### config.mk
export PLATFORM = sky130hd
export DESIGN_NAME = frac_mac
export DESIGN_NICKNAME = d
export VERILOG_FILES = /design/src/rtl/frac_mac_pkg.sv /design/src/rtl/mac_rst_sync.sv /design/src/rtl/mac_coef_reg.sv /design/src/rtl/mac_mult.sv /design/src/rtl/mac_accum.sv /design/src/rtl/frac_mac.sv
export SDC_FILE = /design/constraint.sdc
export NUM_CORES = 1
export LEC_CHECK = 0
export ABC_CLOCK_PERIOD_IN_PS = 900
export BUFFER_PORTS_ARGS = -buffer_cell sky130_fd_sc_hd__buf_2
export CAP_MARGIN = 20
export CORE_ASPECT_RATIO = 0.9
export CORE_MARGIN = 8
export CORE_UTILIZATION = 57
export CTS_BUF_LIST = sky130_fd_sc_hd__clkbuf_4 sky130_fd_sc_hd__clkbuf_8
export DETAILED_ROUTE_END_ITERATION = 6
export GPL_ROUTABILITY_DRIVEN = 1
export PLACE_DENSITY_LB_ADDON = 0.05
export SKIP_CTS_REPAIR_TIMING = 1
export SLEW_MARGIN = 20
export SYNTH_ARGS = -nofsm -noshare
export SYNTH_HDL_FRONTEND = slang
export SYNTH_SLANG_ARGS = --single-unit
export TNS_END_PERCENT = 50
### constraint.sdc
create_clock -name clk -period 0.9 [get_ports clk]
set_clock_uncertainty 0.15 [all_clocks]
set_input_delay 0.135 -clock clk [delete_from_list [all_inputs] [get_ports clk]]
set_output_delay 0.135 -clock clk [all_outputs]
set_load 0.01 [all_outputs]
### src/rtl/frac_mac_pkg.sv
package frac_mac_pkg;
  typedef enum logic {
    MODE_INT  = 1'b0,
    MODE_FRAC = 1'b1
  } mul_mode_e;

  localparam int unsigned SYNC_STAGES = 2;
endpackage

### src/rtl/mac_rst_sync.sv
module mac_rst_sync #(
  parameter int unsigned STAGES = 2
) (
  input  logic clk,
  input  logic rst_n,
  output logic rst_s_n
);
  logic [STAGES-1:0] chain_q;
  logic [STAGES-1:0] chain_d;

  always_comb begin
    chain_d = {chain_q[STAGES-2:0], 1'b1};
  end

  always_ff @(posedge clk or negedge rst_n) begin
    if (!rst_n) chain_q <= '0;
    else        chain_q <= chain_d;
  end

  assign rst_s_n = chain_q[STAGES-1];
endmodule

### src/rtl/mac_coef_reg.sv
module mac_coef_reg #(
  parameter int unsigned DATA_W = 8
) (
  input  logic              clk,
  input  logic              rst_s_n,
  input  logic              load,
  input  logic [DATA_W-1:0] din,
  output logic [DATA_W-1:0] coef_q
);
  logic [DATA_W-1:0] coef_d;

  always_comb begin
    coef_d = din;
  end

  always_ff @(posedge clk or negedge rst_s_n) begin
    if (!rst_s_n)  coef_q <= '0;
    else if (load) coef_q <= coef_d;
  end
endmodule

### src/rtl/mac_mult.sv
module mac_mult
  import frac_mac_pkg::*;
#(
  parameter int unsigned DATA_W = 8,
  parameter int unsigned ACC_W  = 16
) (
  input  logic [DATA_W-1:0] a,
  input  logic [DATA_W-1:0] b,
  input  mul_mode_e         mode,
  output logic [ACC_W-1:0]  prod
);
  localparam int unsigned PROD_W = 2 * DATA_W;

  logic signed [PROD_W-1:0] a_x;
  logic signed [PROD_W-1:0] b_x;
  logic signed [PROD_W-1:0] full;
  logic        [PROD_W-1:0] sel;

  always_comb begin
    a_x  = {{DATA_W{a[DATA_W-1]}}, a};
    b_x  = {{DATA_W{b[DATA_W-1]}}, b};
    full = a_x * b_x;
    if (mode == MODE_FRAC) sel = {full[PROD_W-2:0], 1'b0};
    else                   sel = full;
  end

  generate
    if (ACC_W > PROD_W) begin : g_ext
      assign prod = {{(ACC_W-PROD_W){sel[PROD_W-1]}}, sel};
    end else begin : g_same
      assign prod = sel[ACC_W-1:0];
    end
  endgenerate
endmodule

### src/rtl/mac_accum.sv
module mac_accum #(
  parameter int unsigned ACC_W = 16
) (
  input  logic             clk,
  input  logic             rst_s_n,
  input  logic             clr,
  input  logic             valid,
  input  logic [ACC_W-1:0] term,
  output logic [ACC_W-1:0] acc_q
);
  logic [ACC_W-1:0] acc_d;
  logic             acc_en;

  always_comb begin
    acc_en = clr | valid;
    if (clr) acc_d = '0;
    else     acc_d = acc_q + term;
  end

  always_ff @(posedge clk or negedge rst_s_n) begin
    if (!rst_s_n)    acc_q <= '0;
    else if (acc_en) acc_q <= acc_d;
  end
endmodule

### src/rtl/frac_mac.sv
module frac_mac
  import frac_mac_pkg::*;
#(
  parameter int unsigned DATA_W = 8,
  parameter int unsigned ACC_W  = 16
) (
  input  logic              clk,
  input  logic              rst_n,
  input  logic              coef_load,
  input  logic [DATA_W-1:0] coef_in,
  input  logic              frac_mode,
  input  logic              smp_valid,
  input  logic [DATA_W-1:0] smp_in,
  input  logic              clr,
  output logic [ACC_W-1:0]  acc_out
);
  logic              rst_s_n;
  logic [DATA_W-1:0] coef_q;
  logic [ACC_W-1:0]  term;
  mul_mode_e         mode;

  assign mode = mul_mode_e'(frac_mode);

  mac_rst_sync #(.STAGES(SYNC_STAGES)) u_sync (
    .clk     (clk),
    .rst_n   (rst_n),
    .rst_s_n (rst_s_n)
  );

  mac_coef_reg #(.DATA_W(DATA_W)) u_coef (
    .clk     (clk),
    .rst_s_n (rst_s_n),
    .load    (coef_load),
    .din     (coef_in),
    .coef_q  (coef_q)
  );

  mac_mult #(.DATA_W(DATA_W), .ACC_W(ACC_W)) u_mult (
    .a    (smp_in),
    .b    (coef_q),
    .mode (mode),
    .prod (term)
  );

  mac_accum #(.ACC_W(ACC_W)) u_acc (
    .clk     (clk),
    .rst_s_n (rst_s_n),
    .clr     (clr),
    .valid   (smp_valid),
    .term    (term),
    .acc_q   (acc_out)
  );
endmodule

-- Word-level counts from Yosys, hierarchy flattened
Cells that the tools add are included.
- bitwise logic cells: 1
- add/subtract/negate cells: 1
- multipliers: 1
- muxes and demuxes: 2
- operator list (operator ; count):
    $mux W16 ; 2
    $add A16 B16 Y16 ; 1
    $mul A8 B8 Y16 ; 1
    $or A1 B1 Y1 ; 1
- bits in registers: 26
- output and inout port bits: 16
- word-level logic and storage cells: 8
- bits of input ports: 22

-- Logic depth before layout (Yosys ltp)
- word-level depth: 4
- depth in mapped cells: 26
- mapped depth without buffers: 26

-- Cells and area by module
Synthesis repeated with hierarchy kept, for this count alone.
- cell total of the unflattened synthesis: 484
- area total of the unflattened synthesis: 4551.9 um2
- modules (own cells, without submodules) (module ; instances ; area an instance (um2) ; cells each):
    mac_mult ; 1 ; 2702.6 ; 310
    mac_accum ; 1 ; 1463.9 ; 154
    mac_coef_reg ; 1 ; 331.6 ; 17
    mac_rst_sync ; 1 ; 53.8 ; 3

-- Least setup slack after synthesis
Ideal clock, no wire load.
- kind: flip-flop to flip-flop
- start point: register u_coef.coef_q[2]
- end point: register u_acc.acc_q[15]
- buffers on the path: 0
- arrival time: 5.539 ns
- required time: 0.625 ns
- setup time: 0.125 ns
- clock period less this slack: 5.814 ns
- path slack: -4.914 ns
- cell stages (with the launch flop): 25
- cells stage by stage: dfrtp_1 > and2_1 > fa_1 > inv_1 > fa_1 > inv_1 > fa_1 > inv_1 > fa_1 > inv_1 > ha_1 > o21ai_0 > o21ai_0 > a21oi_1 > o21bai_1 > a21oi_1 > xnor2_1 > mux2_2 > ha_1 > o21a_1 > nor2_1 > nor2_1 > o21a_1 > mux2_4 > mux2_4
- longest elaborated chain between the ends: 4
- ends and longest elaborated chain (item ; line ; source):
    start: declaration ; mac_coef_reg.sv:8 ; output logic [DATA_W-1:0] coef_q
    start signal: assignment ; mac_coef_reg.sv:18 ; else if (load) coef_q <= coef_d;
    $mul A8 B8 Y16 ; mac_mult.sv:22 ; full = a_x * b_x;
    $mux W16 ; mac_mult.sv:23 ; if (mode == MODE_FRAC) sel = {full[PROD_W-2:0], 1'b0};
    $add A16 B16 Y16 ; mac_accum.sv:17 ; else acc_d = acc_q + term;
    $mux W16 ; mac_accum.sv:16 ; if (clr) acc_d = '0;
    end signal: assignment ; mac_accum.sv:21 ; if (!rst_s_n) acc_q <= '0;
    end signal: assignment ; mac_accum.sv:22 ; else if (acc_en) acc_q <= acc_d;
    end: declaration ; mac_accum.sv:9 ; output logic [ACC_W-1:0] acc_q
Every way passes these cells.
A chain may end at the register's enable or synchronous reset.

-- Worst setup path in the final report
- start point: register u_coef.coef_q[3]
- end point: register u_acc.acc_q[15]
Same word-level chain as after synthesis.

==> summary.md <==
| Metric | Value |
|---|---|
| Status | finished, violations left |
| Failing checks | negative hold slack, negative setup slack |
| Crit-path max cell delay | 0.50 ns |
| Synthesized Nets | 613 |
| Worst Path Max Fanout | 6 |
| Asr flop ratio synth | 1.000 |
| Worst EP required | a little over 0.9 ns |
| Setup ws final | -4.840 ns |
| Crit share post-route | 6.378 |
| Largest net degree at the start of global routing | 25 |
| DRT Wirelength | 11480 µm |
| CTS root buf | clkbuf_8 |
| Post-Syn Area | about 4300 µm² |
| Startpoint types | register |
| Grt total ovfl | 0 |
| Global-route wire length before repair | 18870 µm |
| Die width | ~110 µm |
| Antenna violations before repair | 0 |
| Htree depth | 1 |
| Full die area | roughly 11000 µm² |
| Drt via density | about 5.3 |
| Number of global-route vias before repair | around 4200 |
| Clock latency on the worst-skew pair | 0.29 ns |
| Hold Fails Final Rpt | 9 |
| Sequential-to-total area share from yosys stat | 0.1497 |
| Max_cap viols | 0 |
| Final Instance Area | 6316 µm² |
| Starting Density | 0.5817 |
| Reg2reg setup slack | -4.84 ns |
| Final setup violation count | 39 |
| EDFF count, synth | 0 |
| CP cell instances | and2_4 -> fa_1 -> inv_1 -> fa_1 -> inv_1 -> fa_1 -> inv_2 -> fa_1 -> inv_2 -> ha_4 -> nand4b_1 -> a21boi_2 -> nor2_1 -> nor2_1 -> nor2_1 -> xnor2_1 -> mux2_4 -> ha_4 -> o21a_1 -> nor2_4 -> nor3_4 -> o21a_1 -> mux2_4 -> mux2_4 |
| Fin Hold WS | -0.08017 ns |
| Synth warnings | 0 |
| Clock buffer depth | 2 |
| Met2 usage | 0.3696 |
| Unrepaired setup endpoints after global routing | true |
| Drt wl/cell | 15.35 µm |
| Number of nets in the layout | 775 |
| Area after DPL | between 5000 and 6000 µm² |
| Top Usage Layer GRT | met2 |
| Slew Limit Fails | 0 |
| Via Count | around 3900 |
| Setup TNS | -62.46 ns |
| # port buffers | 37 |
| Share of cells above drive strength 1 | 0.4233 |
| Peak Freq | 0.1742 GHz |
| IO Count | 38 |
| Drt drc | 0 |
| Crit-path slowest cell | fa_1 |
| CTS sink cnt | 26 |
| Routing usage on met1 | 0.2703 |
| Main synth FF type | dfrtp_1 |
| Flops & latches, synth | 26 |
| Worst setup EP type | register |
| Global routing usage on met3 | 0.03588 |
| 1st-pass router iterations | 4 |
| Syn avg cell area | 8.850 µm² |
| Critical Path AT | around 5.8 ns |
| Post-DRT Antenna Nets | 0 |
| Placement Rows | 30 |
| Chip height | a little under 100 µm |
| GPL Wtd Cong | ~0.86 |
| CTS Buf Count | 3 |
| Hold crit path type | in2reg |
| Cells after Synth | approximately 490 |
| Core area | ~7500 µm² |
| DP HPWL | 8853 µm |
| Clock transition at path regs | ~0.11 ns |
| Area Overhead vs Synth | 45.35% |
| Initial drt markers | around 130 |
| Minimum clock period | between 5 and 6 ns |
| Most frequent CP cell | fa_1 |
| Antenna Cells | 0 |
| CP Class | reg2reg |
| CTS tree | yes |
| Total track usage | 0.2138 |
| Post-synth cell types | slightly above 40 |
[per-layer routing]
metal	up-vias	part of all wire	wire (µm)
met2	78	0.51	5853
met5	-	0	0
met3	26	0.034	386
met1	1952	0.44	5011
met4	0	0.020	231
li1	1889	-	-
[cells in the mapped netlist, types with 2 or more instances]
master     number  area share
inv_1          92       0.079
fa_1           56        0.26
ha_1           44        0.13
nand2_1        44       0.038
and2_1         41       0.059
nor2_1         29       0.025
dfrtp_1        26        0.15
a21oi_1        23       0.026
xnor2_1        22       0.044
o21ai_0        18       0.021
mux2_2         13       0.034
nor3_1         11       0.013
mux2i_1        10       0.023
clkbuf_1        7      0.0060
o21a_1          6       0.010
nand2b_1        5      0.0072
o21bai_1        5      0.0086
a211oi_1        4      0.0069
a21o_1          4      0.0069
xor2_1          4      0.0081
a2111oi_0       2      0.0040
a31oi_1         2      0.0029
and3_1          2      0.0029
mux2_4          2      0.0069
nand3_1         2      0.0023
nor2b_1         2      0.0029
[area by class of cell]
type,instances,area [µm²]
Clock buffer,4,55.05
Fill cell,421,1154
Inverter,92,347.8
Multi-Input combinational cell,365,3824
Sequential cell,26,660.6
Tap cell,96,120.1
Timing Repair Buffer,165,1309
[logic make-up (layout without fill, tap and decap cells)]
group / after synthesis / in the layout / synth area share
buffers and inverters: 100 / 261 / 0.08638
other: 1 / 1 / 0.0008630
multiplexers: 25 / 25 / 0.06363
adder cells (fa/ha/maj): 100 / 100 / 0.3847
AND/OR/NAND/NOR: 141 / 141 / 0.1595
XOR/XNOR: 26 / 26 / 0.05240
AO/OA/AOI/OAI: 72 / 72 / 0.1028
flip-flops: 26 / 26 / 0.1497
[stage by stage]
step | worst slack [ns] | utilization | hold slack [ns] | instances
6_report | -4.840 | 0.8456 | -0.08017 | 748
5_1_grt | -5.097 | 0.8456 | -0.08904 | 748
4_1_cts | -4.893 | 0.7735 | -0.5492 | 736
3_5_place_dp | -4.849 | 0.7662 | -0.2282 | 732
3_3_place_gp | -4.771 | 0.7662 | -0.2307 | 732
2_1_floorplan | -4.629 | - | -0.3106 | 491
[worst max-delay path: cells and delay by family (launching register included)]
kind | cells | cell delay, ns
AND/OR/NAND/NOR | 7 | 0.74
buffers and inverters | 4 | 0.19
multiplexers | 3 | 0.84
adder cells (fa/ha/maj) | 6 | 2.49
flip-flops | 1 | 0.48
XOR/XNOR | 1 | 0.14
AO/OA/AOI/OAI | 3 | 0.60
[placed cells by master (no fill, tap or decap), types with 11 or more instances in the layout]
cell     synthesis  layout
buf_4            0     103
inv_1           92      81
fa_1            56      54
nand2_1         44      42
buf_6            0      32
and2_1          41      31
buf_2            0      27
nor2_1          29      25
ha_1            44      25
xnor2_1         22      20
ha_4             0      19
dfrtp_1         26      18
a21oi_2          1      12
a21oi_1         23      11
[registers in the layout, summed over array words and instances, names as in the netlist]
register / count
u_acc.acc_q: 16
u_coef.coef_q: 8
u_sync.chain_q: 2
[path summary, 6_finish.rpt]
check,from,cells after the start,end
worst min-delay path,coef_in[6],2,u_coef.coef_q[6]
worst max-delay path,u_coef.coef_q[3],24,u_acc.acc_q[15]
min in group asynchronous,rst_n,2,u_sync.chain_q[1]
worst min register to register,u_sync.chain_q[1],1,u_acc.acc_q[14]
max in group asynchronous,u_sync.chain_q[1],1,u_coef.coef_q[7]
worst max register to register,u_coef.coef_q[3],24,u_acc.acc_q[15]
Power is not shown: default switching activity piles up to over one toggle a cycle in this logic, so the estimate is an artifact.
